[src/rtl/sa_matmul_pkg.sv]
package sa_matmul_pkg;

  // Downward-chain command, broadcast along each row.
  typedef enum logic {
    FLOW_PASS   = 1'b0,
    FLOW_INJECT = 1'b1
  } flow_cmd_e;

  // Arithmetic command, skewed together with the A operand.
  typedef enum logic {
    ARITH_ACC   = 1'b0,
    ARITH_STORE = 1'b1
  } arith_cmd_e;

endpackage

[src/rtl/sa_matmul_seq.sv]
module sa_matmul_seq
  import sa_matmul_pkg::*;
#(
  parameter int DIM_N = 4
) (
  input  logic       clk,
  input  logic       rst_n,
  output flow_cmd_e  flow_o,
  output arith_cmd_e arith_o
);

  localparam int CNT_W = (DIM_N > 1) ? $clog2(DIM_N) : 1;
  localparam logic [CNT_W-1:0] CNT_LAST = CNT_W'(DIM_N - 1);

  logic [CNT_W-1:0] cnt_q;
  logic [CNT_W-1:0] cnt_d;
  logic             last_term;

  always_comb begin
    last_term = (cnt_q == CNT_LAST);
    cnt_d     = last_term ? '0 : cnt_q + 1'b1;
    flow_o    = last_term ? FLOW_INJECT : FLOW_PASS;
    arith_o   = last_term ? ARITH_STORE : ARITH_ACC;
  end

  always_ff @(posedge clk or negedge rst_n) begin
    if (!rst_n) begin
      cnt_q <= '0;
    end else begin
      cnt_q <= cnt_d;
    end
  end

  // block framing counter stays in range and wraps after the last term
  assert_cnt_range_R2: assert property (@(posedge clk) disable iff (!rst_n)
    cnt_q <= CNT_LAST);
  assert_cnt_wrap_R2: assert property (@(posedge clk) disable iff (!rst_n)
    (cnt_q == CNT_LAST) |=> (cnt_q == '0));

endmodule

[src/rtl/sa_matmul_skew.sv]
module sa_matmul_skew #(
  parameter int               WIDTH   = 8,
  parameter int               DEPTH   = 1,
  parameter logic [WIDTH-1:0] RST_VAL = '0
) (
  input  logic             clk,
  input  logic             rst_n,
  input  logic [WIDTH-1:0] din,
  output logic [WIDTH-1:0] dout
);

  generate
    if (DEPTH == 0) begin : g_wire
      assign dout = din;
    end else begin : g_regs
      logic [WIDTH-1:0] stage_q [DEPTH];
      logic [WIDTH-1:0] stage_d [DEPTH];

      always_comb begin
        stage_d[0] = din;
        for (int k = 1; k < DEPTH; k++) begin
          stage_d[k] = stage_q[k-1];
        end
      end

      always_ff @(posedge clk or negedge rst_n) begin
        if (!rst_n) begin
          for (int k = 0; k < DEPTH; k++) begin
            stage_q[k] <= RST_VAL;
          end
        end else begin
          for (int k = 0; k < DEPTH; k++) begin
            stage_q[k] <= stage_d[k];
          end
        end
      end

      assign dout = stage_q[DEPTH-1];
    end
  endgenerate

endmodule

[src/rtl/sa_matmul_pe.sv]
module sa_matmul_pe
  import sa_matmul_pkg::*;
#(
  parameter int DATA_W = 8,
  parameter int ACC_W  = 18
) (
  input  logic                     clk,
  input  logic                     rst_n,
  input  logic signed [DATA_W-1:0] a_i,
  input  arith_cmd_e               arith_i,
  input  flow_cmd_e                flow_i,
  input  logic signed [DATA_W-1:0] b_i,
  input  logic signed [ACC_W-1:0]  dn_i,
  output logic signed [DATA_W-1:0] a_o,
  output arith_cmd_e               arith_o,
  output flow_cmd_e                flow_o,
  output logic signed [DATA_W-1:0] b_o,
  output logic signed [ACC_W-1:0]  dn_o
);

  localparam int PROD_W = 2 * DATA_W;

  logic signed [PROD_W-1:0] prod;
  logic signed [ACC_W-1:0]  sum;

  logic signed [DATA_W-1:0] a_q, a_d, b_q, b_d;
  arith_cmd_e               arith_q, arith_d;
  flow_cmd_e                flow_q, flow_d;
  logic signed [ACC_W-1:0]  acc_q, acc_d;
  logic signed [ACC_W-1:0]  res_q, res_d;
  logic signed [ACC_W-1:0]  dn_q, dn_d;

  always_comb begin
    prod    = a_i * b_i;
    sum     = acc_q + ACC_W'(prod);
    a_d     = a_i;
    b_d     = b_i;
    arith_d = arith_i;
    flow_d  = flow_i;
    if (arith_i == ARITH_STORE) begin
      acc_d = '0;
      res_d = sum;
    end else begin
      acc_d = sum;
      res_d = res_q;
    end
    dn_d = (flow_i == FLOW_INJECT) ? res_q : dn_i;
  end

  always_ff @(posedge clk or negedge rst_n) begin
    if (!rst_n) begin
      a_q     <= '0;
      b_q     <= '0;
      arith_q <= ARITH_STORE;
      flow_q  <= FLOW_INJECT;
      acc_q   <= '0;
      res_q   <= '0;
      dn_q    <= '0;
    end else begin
      a_q     <= a_d;
      b_q     <= b_d;
      arith_q <= arith_d;
      flow_q  <= flow_d;
      acc_q   <= acc_d;
      res_q   <= res_d;
      dn_q    <= dn_d;
    end
  end

  assign a_o     = a_q;
  assign b_o     = b_q;
  assign arith_o = arith_q;
  assign flow_o  = flow_q;
  assign dn_o    = dn_q;

  // a store leaves the running sum at zero for the next block
  assert_store_clears_R8: assert property (@(posedge clk) disable iff (!rst_n)
    (arith_i == ARITH_STORE) |=> (acc_q == '0));
  // on a pass the chain value moves down one element per clock
  assert_chain_pass_R5: assert property (@(posedge clk) disable iff (!rst_n)
    (flow_i == FLOW_PASS) |=> (dn_o == $past(dn_i)));
  // operands advance one hop per clock, unchanged
  assert_operand_hop_R9: assert property (@(posedge clk) disable iff (!rst_n)
    1'b1 |=> (a_o == $past(a_i)) && (b_o == $past(b_i)));

endmodule

[src/rtl/sa_matmul.sv]
module sa_matmul
  import sa_matmul_pkg::*;
#(
  parameter int DIM_N  = 4,
  parameter int COLS_P = 3,
  parameter int DATA_W = 8
) (
  input  logic                                             clk,
  input  logic                                             rst_n,
  input  logic [DIM_N*DATA_W-1:0]                          a_col_i,
  input  logic [COLS_P*DATA_W-1:0]                         b_row_i,
  output logic [COLS_P*(2*DATA_W+$clog2(DIM_N))-1:0]       c_row_o
);

  localparam int ACC_W  = 2 * DATA_W + $clog2(DIM_N);
  localparam int LANE_W = DATA_W + 1;
  localparam logic [LANE_W-1:0] LEFT_RST = {1'b1, {DATA_W{1'b0}}};

  flow_cmd_e  cmd_flow;
  arith_cmd_e cmd_arith;

  logic signed [DATA_W-1:0] a_h     [DIM_N][COLS_P+1];
  arith_cmd_e               arith_h [DIM_N][COLS_P+1];
  flow_cmd_e                flow_h  [DIM_N][COLS_P+1];
  logic signed [DATA_W-1:0] b_v     [DIM_N+1][COLS_P];
  logic signed [ACC_W-1:0]  dn_v    [DIM_N+1][COLS_P];

  sa_matmul_seq #(.DIM_N(DIM_N)) seq_i (
    .clk     (clk),
    .rst_n   (rst_n),
    .flow_o  (cmd_flow),
    .arith_o (cmd_arith)
  );

  genvar gi, gj;
  generate
    // Left edge: row i delayed by i clocks, command travels with the operand.
    for (gi = 0; gi < DIM_N; gi++) begin : g_left
      logic [LANE_W-1:0] lane_in, lane_out;
      assign lane_in = {cmd_arith, a_col_i[gi*DATA_W +: DATA_W]};
      sa_matmul_skew #(.WIDTH(LANE_W), .DEPTH(gi), .RST_VAL(LEFT_RST)) skew_i (
        .clk(clk), .rst_n(rst_n), .din(lane_in), .dout(lane_out)
      );
      assign a_h[gi][0]     = lane_out[DATA_W-1:0];
      assign arith_h[gi][0] = arith_cmd_e'(lane_out[DATA_W]);
      assign flow_h[gi][0]  = cmd_flow;
    end

    // Top edge: column j delayed by j clocks; chain starts empty.
    for (gj = 0; gj < COLS_P; gj++) begin : g_top
      logic [DATA_W-1:0] lane_out;
      sa_matmul_skew #(.WIDTH(DATA_W), .DEPTH(gj), .RST_VAL('0)) skew_i (
        .clk(clk), .rst_n(rst_n), .din(b_row_i[gj*DATA_W +: DATA_W]), .dout(lane_out)
      );
      assign b_v[0][gj]  = lane_out;
      assign dn_v[0][gj] = '0;
    end

    for (gi = 0; gi < DIM_N; gi++) begin : g_row
      for (gj = 0; gj < COLS_P; gj++) begin : g_col
        sa_matmul_pe #(.DATA_W(DATA_W), .ACC_W(ACC_W)) pe_i (
          .clk     (clk),
          .rst_n   (rst_n),
          .a_i     (a_h[gi][gj]),
          .arith_i (arith_h[gi][gj]),
          .flow_i  (flow_h[gi][gj]),
          .b_i     (b_v[gi][gj]),
          .dn_i    (dn_v[gi][gj]),
          .a_o     (a_h[gi][gj+1]),
          .arith_o (arith_h[gi][gj+1]),
          .flow_o  (flow_h[gi][gj+1]),
          .b_o     (b_v[gi+1][gj]),
          .dn_o    (dn_v[gi+1][gj])
        );
      end
    end

    // Bottom edge: column j delayed by COLS_P-1-j clocks to align a row.
    for (gj = 0; gj < COLS_P; gj++) begin : g_bot
      logic [ACC_W-1:0] lane_out;
      sa_matmul_skew #(.WIDTH(ACC_W), .DEPTH(COLS_P-1-gj), .RST_VAL('0)) skew_i (
        .clk(clk), .rst_n(rst_n), .din(dn_v[DIM_N][gj]), .dout(lane_out)
      );
      assign c_row_o[gj*ACC_W +: ACC_W] = lane_out;
    end
  endgenerate

  // Operands and commands leaving the right and bottom edges are not used.
  logic unused_edge;
  always_comb begin
    unused_edge = 1'b0;
    for (int i = 0; i < DIM_N; i++) begin
      unused_edge = unused_edge ^ (^a_h[i][COLS_P]) ^ arith_h[i][COLS_P] ^ flow_h[i][COLS_P];
    end
    for (int j = 0; j < COLS_P; j++) begin
      unused_edge = unused_edge ^ (^b_v[DIM_N][j]);
    end
  end

endmodule

[config.mk]
export PLATFORM = sky130hd
export DESIGN_NAME = sa_matmul
export DESIGN_NICKNAME = d
export VERILOG_FILES = /design/src/rtl/sa_matmul_pkg.sv /design/src/rtl/sa_matmul_seq.sv /design/src/rtl/sa_matmul_skew.sv /design/src/rtl/sa_matmul_pe.sv /design/src/rtl/sa_matmul.sv
export SDC_FILE = /design/constraint.sdc
export NUM_CORES = 2
export LEC_CHECK = 0
export CORE_MARGIN = 2
export CORE_UTILIZATION = 50
export CTS_BUF_LIST = sky130_fd_sc_hd__clkbuf_16
export DETAILED_ROUTE_END_ITERATION = 8
export DONT_BUFFER_PORTS = 1
export GPL_TIMING_DRIVEN = 1
export SETUP_SLACK_MARGIN = 0.4
export SKIP_LAST_GASP = 1
export SLEW_MARGIN = 5
export SYNTH_ARGS = -nofsm -noshare
export SYNTH_HDL_FRONTEND = slang
export SYNTH_HIERARCHICAL = 1
export SYNTH_SLANG_ARGS = --single-unit
export TNS_END_PERCENT = 10
[constraint.sdc]
create_clock -name clk -period 8.3 [get_ports clk]
set_clock_uncertainty 0.15 [all_clocks]
set_input_delay 0.415 -clock clk [delete_from_list [all_inputs] [get_ports clk]]
set_output_delay 0.415 -clock clk [all_outputs]
set_load 0.01 [all_outputs]
==> impl.org <==
** Run status
- The run finished with clean final reports.

** Timing
- Final Hold Viols :: 0
- The max-slew violation count is 0.
- Relative slew slack :: 0.212
- Setup violations remaining at the end of the flow were counted as 0.
- Dividing the final minimum period by the clock period gives 0.685.
- At the pin with the least slew margin, the transition time is 1.18 ns.
- For the final routed database, the setup TNS stands at 0 ns.
- After layout, the minimum clock period comes to 5.68 ns.
- RSZ-0062 raised after global routing :: false
- Achievable clock frequency :: 176 MHz

** Worst setup path
- Crit-path cells :: and2_1 -> inv_1 -> fa_1 -> inv_1 -> fa_1 -> fa_1 -> fa_1 -> fa_1 -> ha_1 -> a21oi_1 -> o22ai_1 -> nor4b_2 -> o21ba_2 -> xnor2_1 -> o21ai_1
- R2R setup slack :: 2.62 ns
- Number of buffer and inverter instances along the worst setup path :: 2
- Critical R2R Capture :: g_row[0].g_col[1].pe_i/res_q[13]$_DFFE_PN0P_
- R2R cell count :: 15
- Maximum fanout encountered on the critical timing path :: 11
- The cell family contributing the most delay on the critical path is adder cells.
- Slowest stage delay, CP :: 0.60 ns
- Data on the critical path arrives at its endpoint at 6.07 ns.
- WP depth :: 15
- Critical-path top delay cell :: fa_1
- Critical Path Start Type :: register
- Critical path data required time :: 8.68 ns
- Among the stages of the critical path, the cell type that occurs most often is fa_1.
- Launch instance of the worst register-to-register path :: g_top[1].skew_i/dout[0]$_DFF_PN0_
- The setup path with the least slack is of type register to register.
- STA classifies the critical path endpoint as a register.

** Detailed routing
- Number of DRC markers in iteration 0 :: 2148
- Total Wirelength :: 145 mm
- DRC viols :: 0
- In the final routed layout, each cell accounts on average for 18.1 um.
- The count of nets left with antenna violations once routing finished came out at 0.
- Via density :: 5.05
- The final route contains 40.7k vias.
- For this run, the detailed router's first-pass iteration total came to 5.

** Hold path
- Worst-case hold path end point :: g_row[0].g_col[0].pe_i/acc_q[2]$_DFF_PN0_
- The startpoint identified for the worst hold timing path is a_col_i[0].
- Class of the tightest hold or removal check :: primary input to register
- Instance count along the most critical hold path :: 4

** Synthesis
- In this run the cell area of the synthesized design comes to 69100 um2.
- After synthesis, the mean cell area works out to 11.4 um2.
- Cell count after synthesis :: 6068
- Synth warn :: 6

** Placement
- Once detailed placement completed, the half-perimeter wirelength came to 112 mm.
- Weighted congestion at the end of routability-driven global placement :: 0.871
- Buffers placed on the I/O ports in this run total 0.

** Global routing
- Number of global-route vias before repair :: 45.0k
- First-pass GRT wire length :: 246 mm
- Across every metal layer, demand over resource in global routing totals 0.219.
- Antenna violations before repair :: 10
- Remaining Overflow, GRT :: 0
- Entering global routing, the biggest net connects 935 pins.

** Clock tree
- TritonCTS built the clock tree.
- The later pin in the worst-skew pair is clocked with a latency of 0.72 ns.
- Post-cts repair resize count :: 0
- The cell sitting at the root of the clock tree is a clkbuf_16.
- No sink is reached through more buffers than the 3 on the longest clock path.
- CTS Buf Count :: 107
- The clock tree synthesis step divided the H-tree into 3 levels.
- The tree built by TritonCTS fans out to 934 sinks.
- Clock-pin slew was measured on the worst setup and hold paths at 0.06 ns.

** Floorplanning
- The initialized floorplan defines 136 standard-cell rows.
- Area of the die :: 141000 um2
- Placeable core region :: 137000 um2
- Horizontal die dimension :: 376 um
- Effective utilization at floorplan :: 0.504
- Number of placed I/O pins :: 112
- Measured along the y axis, the die boundary spans 376 um.

** Job
- Number of max-capacitance violations reported :: 0

** Finish
- In the final layout, the share of cells above drive strength 1 is 0.0884.
- For this run, the post-layout net count is 7684.
- Commonest non-fill, non-tap cell in the layout :: inv_1
- Leaving out fill and tap cells, the most frequent cells in the layout are 1109 x inv_1, 960 x fa_1, 912 x dfrtp_1.
- Area growth from synthesis to final layout :: 8.91%
==> cell type report <==
class,count,area (um2)
Tap cell,1794,2240
Fill cell,11900,62000
Timing Repair Buffer,66,738
Inverter,1107,4160
Multi-Input combinational cell,3945,41100
Clock inverter,96,953
Clock buffer,107,2680
Antenna cell,4,10.0
Sequential cell,934,23400
==> per-layer routing <==
metal  wire length, um  vias to the layer above  global-route usage
met2             67800                      584               0.347
met3              4780                      184              0.0289
met4              3150                        2              0.0496
met5                13                        -                   0
li1                  -                    18900                   -
met1             69700                    21000               0.324
==> worst register-to-register path: stages, from the launching register on <==
cell	delay, ns
dfrtp_1	0.55
and2_1	0.57
inv_1	0.13
fa_1	0.53
inv_1	0.06
fa_1	0.52
fa_1	0.44
fa_1	0.60
fa_1	0.44
ha_1	0.36
a21oi_1	0.17
o22ai_1	0.13
nor4b_2	0.38
o21ba_2	0.24
xnor2_1	0.16
o21ai_1	0.08
==> how the worst max path moves through the flow <==
| stage | startpoint | slack (ns) | to |
|---|---|---|---|
| 6_report | g_top[1].skew_i/dout[0]$_DFF_PN0_ | 2.62 | g_row[0].g_col[1].pe_i/res_q[13]$_DFFE_PN0P_ |
| 5_1_grt | g_row[2].g_col[0].pe_i/a_o[7]$_DFF_PN0_ | 2.27 | g_row[2].g_col[1].pe_i/res_q[17]$_DFFE_PN0P_ |
| 4_1_cts | g_top[1].skew_i/dout[0]$_DFF_PN0_ | 2.62 | g_row[0].g_col[1].pe_i/res_q[13]$_DFFE_PN0P_ |
| 3_5_place_dp | g_row[2].g_col[0].pe_i/a_o[7]$_DFF_PN0_ | 2.67 | g_row[2].g_col[1].pe_i/acc_q[16]$_DFF_PN0_ |
| 3_3_place_gp | g_row[1].g_col[0].pe_i/a_o[7]$_DFF_PN0_ | 2.77 | g_row[1].g_col[1].pe_i/acc_q[16]$_DFF_PN0_ |
| 2_1_floorplan | b_row_i[1] | 3.13 | g_row[0].g_col[0].pe_i/res_q[17]$_DFFE_PN0P_ |
==> registers in the layout (all words and copies together) (netlist names) <==
register	flops
g_bot.skew_i/dout	36
g_bot.skew_i/g_regs.stage_d	18
g_left.skew_i/dout	27
g_left.skew_i/g_regs.stage_d	27
g_row.g_col.pe_i/a_o	64
g_row.g_col.pe_i/acc_q	216
g_row.g_col.pe_i/arith_o	8
g_row.g_col.pe_i/b_o	72
g_row.g_col.pe_i/dn_o	216
g_row.g_col.pe_i/flow_o	8
g_row.g_col.pe_i/res_q	216
g_top.skew_i/dout	16
g_top.skew_i/g_regs.stage_d	8
seq_i/cnt_q	2
==> what timing repair did <==
action	in CTS	in global routing
setup endpoints to repair	0	0
setup buffers	0	0
endpoints found under the hold margin	983	187
hold buffers	56	1
==> per-stage QoR <==
step / setup slack (ns) / area [um2] / hold WS (ns) / util / std cells
finish: 2.62 / 75300 / 0.0721 / 0.548 / 8053
global route: 2.27 / 75300 / 0.0494 / 0.548 / 8050
CTS: 2.62 / 75200 / -0.796 / 0.547 / 8043
detailed placement: 2.67 / 71000 / 0.0114 / 0.517 / 7784
global placement: 2.77 / 71000 / 0.0152 / 0.517 / 7784
floorplan: 3.13 / 69300 / -0.0306 / - / 6121
Power is not shown: default switching activity piles up to over one toggle a cycle in this logic, so the estimate is an artifact.
